==> config.mk <==
export PLATFORM = sky130hd
export DESIGN_NAME = gpio_bitop_port
export DESIGN_NICKNAME = d
export VERILOG_FILES = /design/src/rtl/gpio_port_pkg.sv /design/src/rtl/gpio_sync_stage.sv /design/src/rtl/gpio_in_capture.sv /design/src/rtl/gpio_out_regs.sv /design/src/rtl/gpio_bitop_port.sv
export SDC_FILE = /design/constraint.sdc
export NUM_CORES = 1
export LEC_CHECK = 0
export ABC_AREA = 1
export BUFFER_PORTS_ARGS = -buffer_cell sky130_fd_sc_hd__buf_2
export CAP_MARGIN = 5
export CORE_ASPECT_RATIO = 1.75
export CORE_MARGIN = 2
export CORE_UTILIZATION = 50
export CTS_BUF_LIST = sky130_fd_sc_hd__clkbuf_4 sky130_fd_sc_hd__clkbuf_8 sky130_fd_sc_hd__clkbuf_16
export CTS_CLUSTER_DIAMETER = 80
export DETAILED_ROUTE_END_ITERATION = 8
export PLACE_DENSITY = 0.74
export SLEW_MARGIN = 10
export SYNTH_ARGS = -nofsm -noshare
export SYNTH_HDL_FRONTEND = slang
export SYNTH_SLANG_ARGS = --single-unit
export TNS_END_PERCENT = 30
==> constraint.sdc <==
create_clock -name clk -period 1.5 [get_ports clk]
set_input_delay 0.075 -clock clk [delete_from_list [all_inputs] [get_ports clk]]
set_output_delay 0.075 -clock clk [all_outputs]
set_load 0.005 [all_outputs]
==> src/rtl/gpio_port_pkg.sv <==
package gpio_port_pkg;
  localparam int unsigned BUS_AW = 8;

  typedef enum logic [2:0] {
    SEL_DATA, SEL_SET, SEL_CLR, SEL_TOG, SEL_IN, SEL_DIR, SEL_NONE
  } reg_sel_e;

  function automatic reg_sel_e decode_offset(input logic [BUS_AW-1:0] a);
    case (a)
      8'h00:   return SEL_DATA;
      8'h04:   return SEL_SET;
      8'h08:   return SEL_CLR;
      8'h0C:   return SEL_TOG;
      8'h10:   return SEL_IN;
      8'h14:   return SEL_DIR;
      default: return SEL_NONE;
    endcase
  endfunction
endpackage

==> src/rtl/gpio_sync_stage.sv <==
module gpio_sync_stage #(
  parameter int unsigned W      = 32,
  parameter int unsigned STAGES = 2
) (
  input  logic         clk,
  input  logic         rst_n,
  input  logic [W-1:0] d,
  output logic [W-1:0] q
);
  logic [W-1:0] chain [STAGES];

  always_ff @(posedge clk or negedge rst_n) begin
    if (!rst_n) begin
      for (int i = 0; i < int'(STAGES); i++) chain[i] <= '0;
    end else begin
      chain[0] <= d;
      for (int i = 1; i < int'(STAGES); i++) chain[i] <= chain[i-1];
    end
  end

  assign q = chain[STAGES-1];
endmodule

==> src/rtl/gpio_in_capture.sv <==
module gpio_in_capture #(
  parameter int unsigned W = 32
) (
  input  logic         clk,
  input  logic         rst_n,
  input  logic         port_en,
  input  logic [W-1:0] dig_en,
  input  logic [W-1:0] sync_in,
  output logic [W-1:0] in_q
);
  always_ff @(posedge clk or negedge rst_n) begin
    if (!rst_n)       in_q <= '0;
    else if (port_en) in_q <= sync_in & dig_en;
  end

  // capture frozen while port disabled
  p_freeze_r10: assert property (@(posedge clk) disable iff (!rst_n)
    !port_en |=> $stable(in_q));
  // non-digital pins captured as zero
  p_gate_r9: assert property (@(posedge clk) disable iff (!rst_n)
    port_en |=> ((in_q & ~$past(dig_en)) == '0));
endmodule

==> src/rtl/gpio_out_regs.sv <==
module gpio_out_regs
  import gpio_port_pkg::*;
#(
  parameter int unsigned W = 32
) (
  input  logic         clk,
  input  logic         rst_n,
  input  logic         wr_en,
  input  reg_sel_e     sel,
  input  logic [W-1:0] wdata,
  output logic [W-1:0] odr_q,
  output logic [W-1:0] dir_q
);
  logic [W-1:0] odr_d;

  for (genvar b = 0; b < int'(W); b++) begin : g_bit
    always_comb begin
      odr_d[b] = odr_q[b];
      if (wr_en) begin
        case (sel)
          SEL_DATA: odr_d[b] = wdata[b];
          SEL_SET:  odr_d[b] = odr_q[b] | wdata[b];
          SEL_CLR:  odr_d[b] = odr_q[b] & ~wdata[b];
          SEL_TOG:  odr_d[b] = odr_q[b] ^ wdata[b];
          default:  odr_d[b] = odr_q[b];
        endcase
      end
    end
  end

  always_ff @(posedge clk or negedge rst_n) begin
    if (!rst_n) begin
      odr_q <= '0;
      dir_q <= '0;
    end else begin
      odr_q <= odr_d;
      if (wr_en && sel == SEL_DIR) dir_q <= wdata;
    end
  end

  p_set_r2: assert property (@(posedge clk) disable iff (!rst_n)
    (wr_en && sel == SEL_SET) |=> (odr_q == ($past(odr_q) | $past(wdata))));
  p_clr_r3: assert property (@(posedge clk) disable iff (!rst_n)
    (wr_en && sel == SEL_CLR) |=> (odr_q == ($past(odr_q) & ~$past(wdata))));
  p_tog_r4: assert property (@(posedge clk) disable iff (!rst_n)
    (wr_en && sel == SEL_TOG) |=> (odr_q == ($past(odr_q) ^ $past(wdata))));
  p_ignore_r11: assert property (@(posedge clk) disable iff (!rst_n)
    (wr_en && (sel == SEL_IN || sel == SEL_NONE)) |=> ($stable(odr_q) && $stable(dir_q)));
endmodule

==> src/rtl/gpio_bitop_port.sv <==
module gpio_bitop_port
  import gpio_port_pkg::*;
#(
  parameter int unsigned PINS        = 32,
  parameter int unsigned SYNC_STAGES = 2
) (
  input  logic              clk,
  input  logic              rst_n,
  input  logic [BUS_AW-1:0] bus_addr,
  input  logic              bus_wr,
  input  logic [PINS-1:0]   bus_wdata,
  input  logic              bus_rd,
  output logic [PINS-1:0]   bus_rdata,
  input  logic [PINS-1:0]   pad_in,
  input  logic [PINS-1:0]   pin_dig_en,
  input  logic              port_en,
  output logic [PINS-1:0]   pad_out,
  output logic [PINS-1:0]   pad_oe
);
  reg_sel_e      sel;
  logic [PINS-1:0] odr_q, dir_q, sync_q, in_q;

  assign sel = decode_offset(bus_addr);

  gpio_out_regs #(.W(PINS)) u_out (
    .clk(clk), .rst_n(rst_n), .wr_en(bus_wr), .sel(sel),
    .wdata(bus_wdata), .odr_q(odr_q), .dir_q(dir_q)
  );

  gpio_sync_stage #(.W(PINS), .STAGES(SYNC_STAGES)) u_sync (
    .clk(clk), .rst_n(rst_n), .d(pad_in), .q(sync_q)
  );

  gpio_in_capture #(.W(PINS)) u_cap (
    .clk(clk), .rst_n(rst_n), .port_en(port_en), .dig_en(pin_dig_en),
    .sync_in(sync_q), .in_q(in_q)
  );

  always_ff @(posedge clk or negedge rst_n) begin
    if (!rst_n)       bus_rdata <= '0;
    else if (!bus_rd) bus_rdata <= '0;
    else begin
      case (sel)
        SEL_DATA: bus_rdata <= odr_q;
        SEL_DIR:  bus_rdata <= dir_q;
        SEL_IN:   bus_rdata <= in_q;
        default:  bus_rdata <= '0;
      endcase
    end
  end

  assign pad_out = odr_q;
  assign pad_oe  = dir_q;

  // alias offsets read as zero
  p_alias_zero_r6: assert property (@(posedge clk) disable iff (!rst_n)
    (bus_rd && (sel == SEL_SET || sel == SEL_CLR || sel == SEL_TOG)) |=> (bus_rdata == '0));
  // no read request, no data
  p_quiet_r12: assert property (@(posedge clk) disable iff (!rst_n)
    !bus_rd |=> (bus_rdata == '0));
  // pads only move on a write
  p_pad_hold_r7: assert property (@(posedge clk) disable iff (!rst_n)
    !bus_wr |=> ($stable(pad_out) && $stable(pad_oe)));
endmodule

After elaboration in Yosys (flattened, before gate mapping)
Cells that the tools add are included.

word-level totals
  bits in latches = 0
  output and inout bits = 96
  memory bits (read-only) = 0
  logic and storage cells = 185
  bits in registers = 192
  bits in writable memories = 0
  memories = 0

cells by class
  shift operators = 0
  equal/unequal tests = 10
  bitwise logic cells = 129
  reductions and logical operators = 5
  muxes and demuxes = 35
  div/mod/pow operators = 0
  $add $sub $neg = 0
  $mul = 0
  $lt $le $gt $ge = 0

operators with widths
  operator                                              number
  case mux 1 bit (4 select lines)                       32
  case mux 32 bit (3 select lines)                      1
  AND 1 bit                                             32
  AND 32 bit                                            1
  2-to-1 mux 32 bit                                     1
  inverter 1 bit                                        32
  bitwise OR 1 bit                                      32
  bitwise XOR 1 bit                                     32
  case mux 3 bit (6 select lines)                       1
  equality test 8 x 4 -> 1 bit (second input constant)  2
  equality test 8 x 5 -> 1 bit (second input constant)  2
  equality test 8 x 3 -> 1 bit (second input constant)  1
  zero test 8 bit                                       1
  equality test 3 x 2 -> 1 bit (second input constant)  2
  equality test 3 bit (second input constant)           2
  nonzero test 4 bit                                    1
  equality test 3 x 1 -> 1 bit (second input constant)  1
  zero test 3 bit                                       1
  AND reduction 2 bit                                   1
  logical AND 1 bit                                     1

Longest topological paths before layout
  word-level depth = 5
  mapped depth = 11
  mapped depth without buffers = 9

Modules after synthesis
From an unflattened synthesis, not the netlist that was laid out.

second synthesis, totals
  cells, all modules = 1137
  area, all modules = 9675.5 um2

modules (own cells, without submodules)
  module           seq. area each (um2)  area each (um2)  cells an instance  times used
  gpio_out_regs    1601.5                4680.7           640                1
  gpio_sync_stage  1601.5                1841.8           96                 1
  gpio_bitop_port  800.8                 1830.5           265                1
  gpio_in_capture  800.8                 1322.5           136                1

Worst setup path after synthesis
No wires, ideal clock.

  kind = input to register
  start = input port bus_addr[7]
  end = register u_out.odr_q[0]
  stages on the path = 10
  required time = 1387 ps
  setup time = 113 ps
  setup slack = 327 ps
  arrival = 1060 ps
  path through = nor2_2 -> nand3_2 -> nor2_4 -> nand2_2 -> buf_4 -> buf_6 -> nor2_1 -> nand3_1 -> nand2_1 -> inv_1

between the ends
  word-level cells in the longest chain between the ends = 5
  elaborated cells between the ends (all ways) = 14
  those cells by class = 8 x eq/ne; 2 x mux; 4 x reduce/logical

ends and longest elaborated chain
  item                                                        line                  source
  start, declared                                             gpio_bitop_port.sv:9  input logic [BUS_AW-1:0] bus_addr,
  equality test 8 x 5 -> 1 bit, or another cell as far along  gpio_port_pkg.sv:9    case (a)
  case mux 3 bit (6 select lines) *                           gpio_port_pkg.sv:9
  equality test 3 x 1 -> 1 bit, or another cell as far along  gpio_out_regs.sv:20   case (sel)
  nonzero test 4 bit (no source line)                         --
  AND reduction 2 bit (no source line)                        --
  end signal, assigned                                        gpio_out_regs.sv:36   odr_q <= odr_d;
  end, declared                                               gpio_out_regs.sv:11   output logic [W-1:0] odr_q,

Mark *: on every way between the ends. The rest lies on a longest branch, timed or not.
A chain may end at the register's enable or synchronous reset.

Worst setup path in the final report
  start = register u_out.odr_q[25]
  end = register u_out.odr_q[25]

between the ends
  word-level cells in the longest chain between the ends = 2
  elaborated cells between the ends (all ways) = 4
  those cells by class = 1 x mux; 3 x bitwise

ends and longest elaborated chain
  item                                             line                 source
  bitwise XOR 1 bit, or another cell as far along  gpio_out_regs.sv:24  SEL_TOG: odr_d[b] = odr_q[b] ^ wdata[b];
  case mux 1 bit (4 select lines) *                gpio_out_regs.sv:20

Marks and branches as above.

==> flow_summary.yaml <==
status:
  outcome: "completed"
timing:
  setup_tns_ns: 0
  slew_headroom: 0.683
  fin_crit_sh: 0.877
  finalCriticalPeriod_ns: 1.32
  maxSlewViolCount: 0
  tightest_slew_ns: 0.475
  clock_skew_ns: 0.00687
  setup_viol: 0
  rsz0062_at_grt: "no"
  final_hold_viol_count: 0
  fmax_ghz: 0.760
drt:
  drtPass1Iterations: 6
  wl_per_cell_um: 16.6
  routed_via_density: 5.25
  drt_iter0_markers: 759
  routed_wirelength_um: 27300
  drc: 0
  ant_nets: 0
  vias: 8614
placement:
  gp_congestion: 0.855
  numPortBuffers: 204
  dpl.hpwl_um: 17700
  dp_cells: 1512
die:
  rows: 66
  core_area_sq_mm: 0.0184
  io_pins: 205
  die_area_sq_mm: 0.0197
  dieWidth_um: 107
  die_h_um: 184
  initial_core_util: 0.505
synthesis:
  synthDominantCellAreaShare: 0.517
  synthTopCellsByArea: "dfrtp_1, nand3_1, ha_1, nand2_1, inv_1"
  ys_ff_latch: 192
  yosys.area.top_type: "dfrtp_1"
  syn_inst: 1088
  synth_nets: 1261
  netlist_area_sq_mm: 0.00929
  avgSynthCellArea_sq_um: 8.54
  yosys_warnings: 0
  ys_seq_area_frac: 0.517
  yosysUniqueCellTypes: 22
critical_path:
  crit_type: "register to register"
  critPathArrivalTime_ns: 1.65
  cp-end-kind: "register"
  path_max_fanout: 4
  startpoint_type: "register"
  required_ns: 1.84
cts:
  cts_buffer_depth: 2
  cts_tree: "built"
  clkTransAtPathRegs_ns: 0.07
  cts-buffers-inserted: 17
  cts_sinks: 192
  root_buffer: "clkbuf_16"
  clock_latency_ns: 0.43
  cts_resized: 0
  htreeDepth: 4
global_routing:
  grt_use_total: 0.285
  antenna_found_initial: 1
  grt_pass1_vias: 8467
  grt_pass1_wl_um: 43200
  grt_max_degree: 65
  overflow: 0
final_layout:
  mostFrequentLayoutCells: "nand2_1, buf_2, inv_1, dfrtp_1, nand3_1"
  area_growth_pct: 33.5
  final_common_cell: "nand2_1"
  final_nets: 1562
  drive_gt1_frac: 0.208
  finalNonFillerCells: 1641
power:
  vdd_drop_max_mv: 0.744
  power.leakage_nw: 6.71
  power_density_mw_per_mm2: 934
run:
  drv_cap: 0
worst_hold_path:
  hold_class: "primary input to register"
[report_power, final]
group	switching (mW)	total, mW	internal (mW)
Clock	2.19	4.40	2.21
Combinational	0.809	1.49	0.679
Sequential	0.225	5.70	5.48
Total	3.22	11.6	8.37
[worst paths after layout]
check                            startpoint               to  slack [ns]  depth (start not counted)
max                         u_out.odr_q[25]  u_out.odr_q[25]        0.18                          8
min                           bus_wdata[28]  u_out.dir_q[28]        0.02                          3
max reg2reg                 u_out.odr_q[25]  u_out.odr_q[25]        0.18                          8
min reg2reg                u_sync.chain[40]      u_sync.q[8]        0.35                          0
max in group asynchronous             rst_n  u_out.dir_q[24]        0.72                          3
min in group asynchronous             rst_n      u_sync.q[7]        0.16                          2
[synth_stat cells, drive strengths merged]
master	number
clkinv	1
clkbuf	13
nor2	48
ha	64
nand3	164
nand4	33
a21oi	7
buf	42
nand2	215
dfrtp	192
inv	197
o211ai	10
o21ai	102
[layout make-up]
cell class              count  area [sq um]
fillers                  1508          6010
flip-flops and latches    192          4800
multi-input cells         643          3510
repair buffers            337          2480
inverters                 198           743
clock buffers              17           425
well taps                 238           298
clock inverters            15           143
diodes                      1          2.50
[state kept, by name (all words and copies together) (netlist names)]
signal,count
u_out.odr_q,32
u_out.dir_q,32
bus_rdata,32
u_sync.q,32
u_cap.in_q,32
u_sync.chain,32
[logic make-up (layout without fill, tap and decap cells)]
family,after synthesis,count (layout),synth area share
adders and majority gates,64,64,0.0862
AOI/OAI and AO/OA,119,119,0.0668
and+or+nand+nor,460,460,0.222
DFF,192,192,0.517
buffers and inverters,253,567,0.108
other,0,1,0
[critical path: stages, from the launching register on]
cell and delay [ns]:
dfrtp_1 0.44, inv_1 0.09, ha_1 0.27, nand3_1 0.09
nand2_1 0.06, nor2_1 0.08, nand3_1 0.08, nand2_1 0.06
inv_1 0.04
[through the flow]
step | total power, mW | area (sq um) | setup slack [ns] | utilization | hold slack (ns)
floorplan | 6.35 | 9290 | 0.327 | - | -0.221
global placement | 7.02 | 10900 | 0.0441 | 0.591 | 0.0723
detailed placement | 7.07 | 10900 | 0.0202 | 0.591 | 0.0743
CTS | 11.7 | 12400 | 0.205 | 0.674 | 0.00266
global route | 12.1 | 12400 | 0.0784 | 0.674 | 0.0118
finish | 11.6 | 12400 | 0.185 | 0.674 | 0.0197
[per-layer routing]
metal / up-vias / global-route usage / wire (um)
li1: 4039 / - / -
met1: 4146 / 0.357 / 10600
met2: 370 / 0.486 / 14000
met3: 59 / 0.0626 / 1990
met4: 0 / 0.0997 / 705
met5: - / 0 / 0
[repair_timing]
item,CTS,global route
buffers inserted,0,0
hold buffers,96,0
endpoints found under the hold margin,185,0
Note: power is estimated with default switching activity, not from simulation.
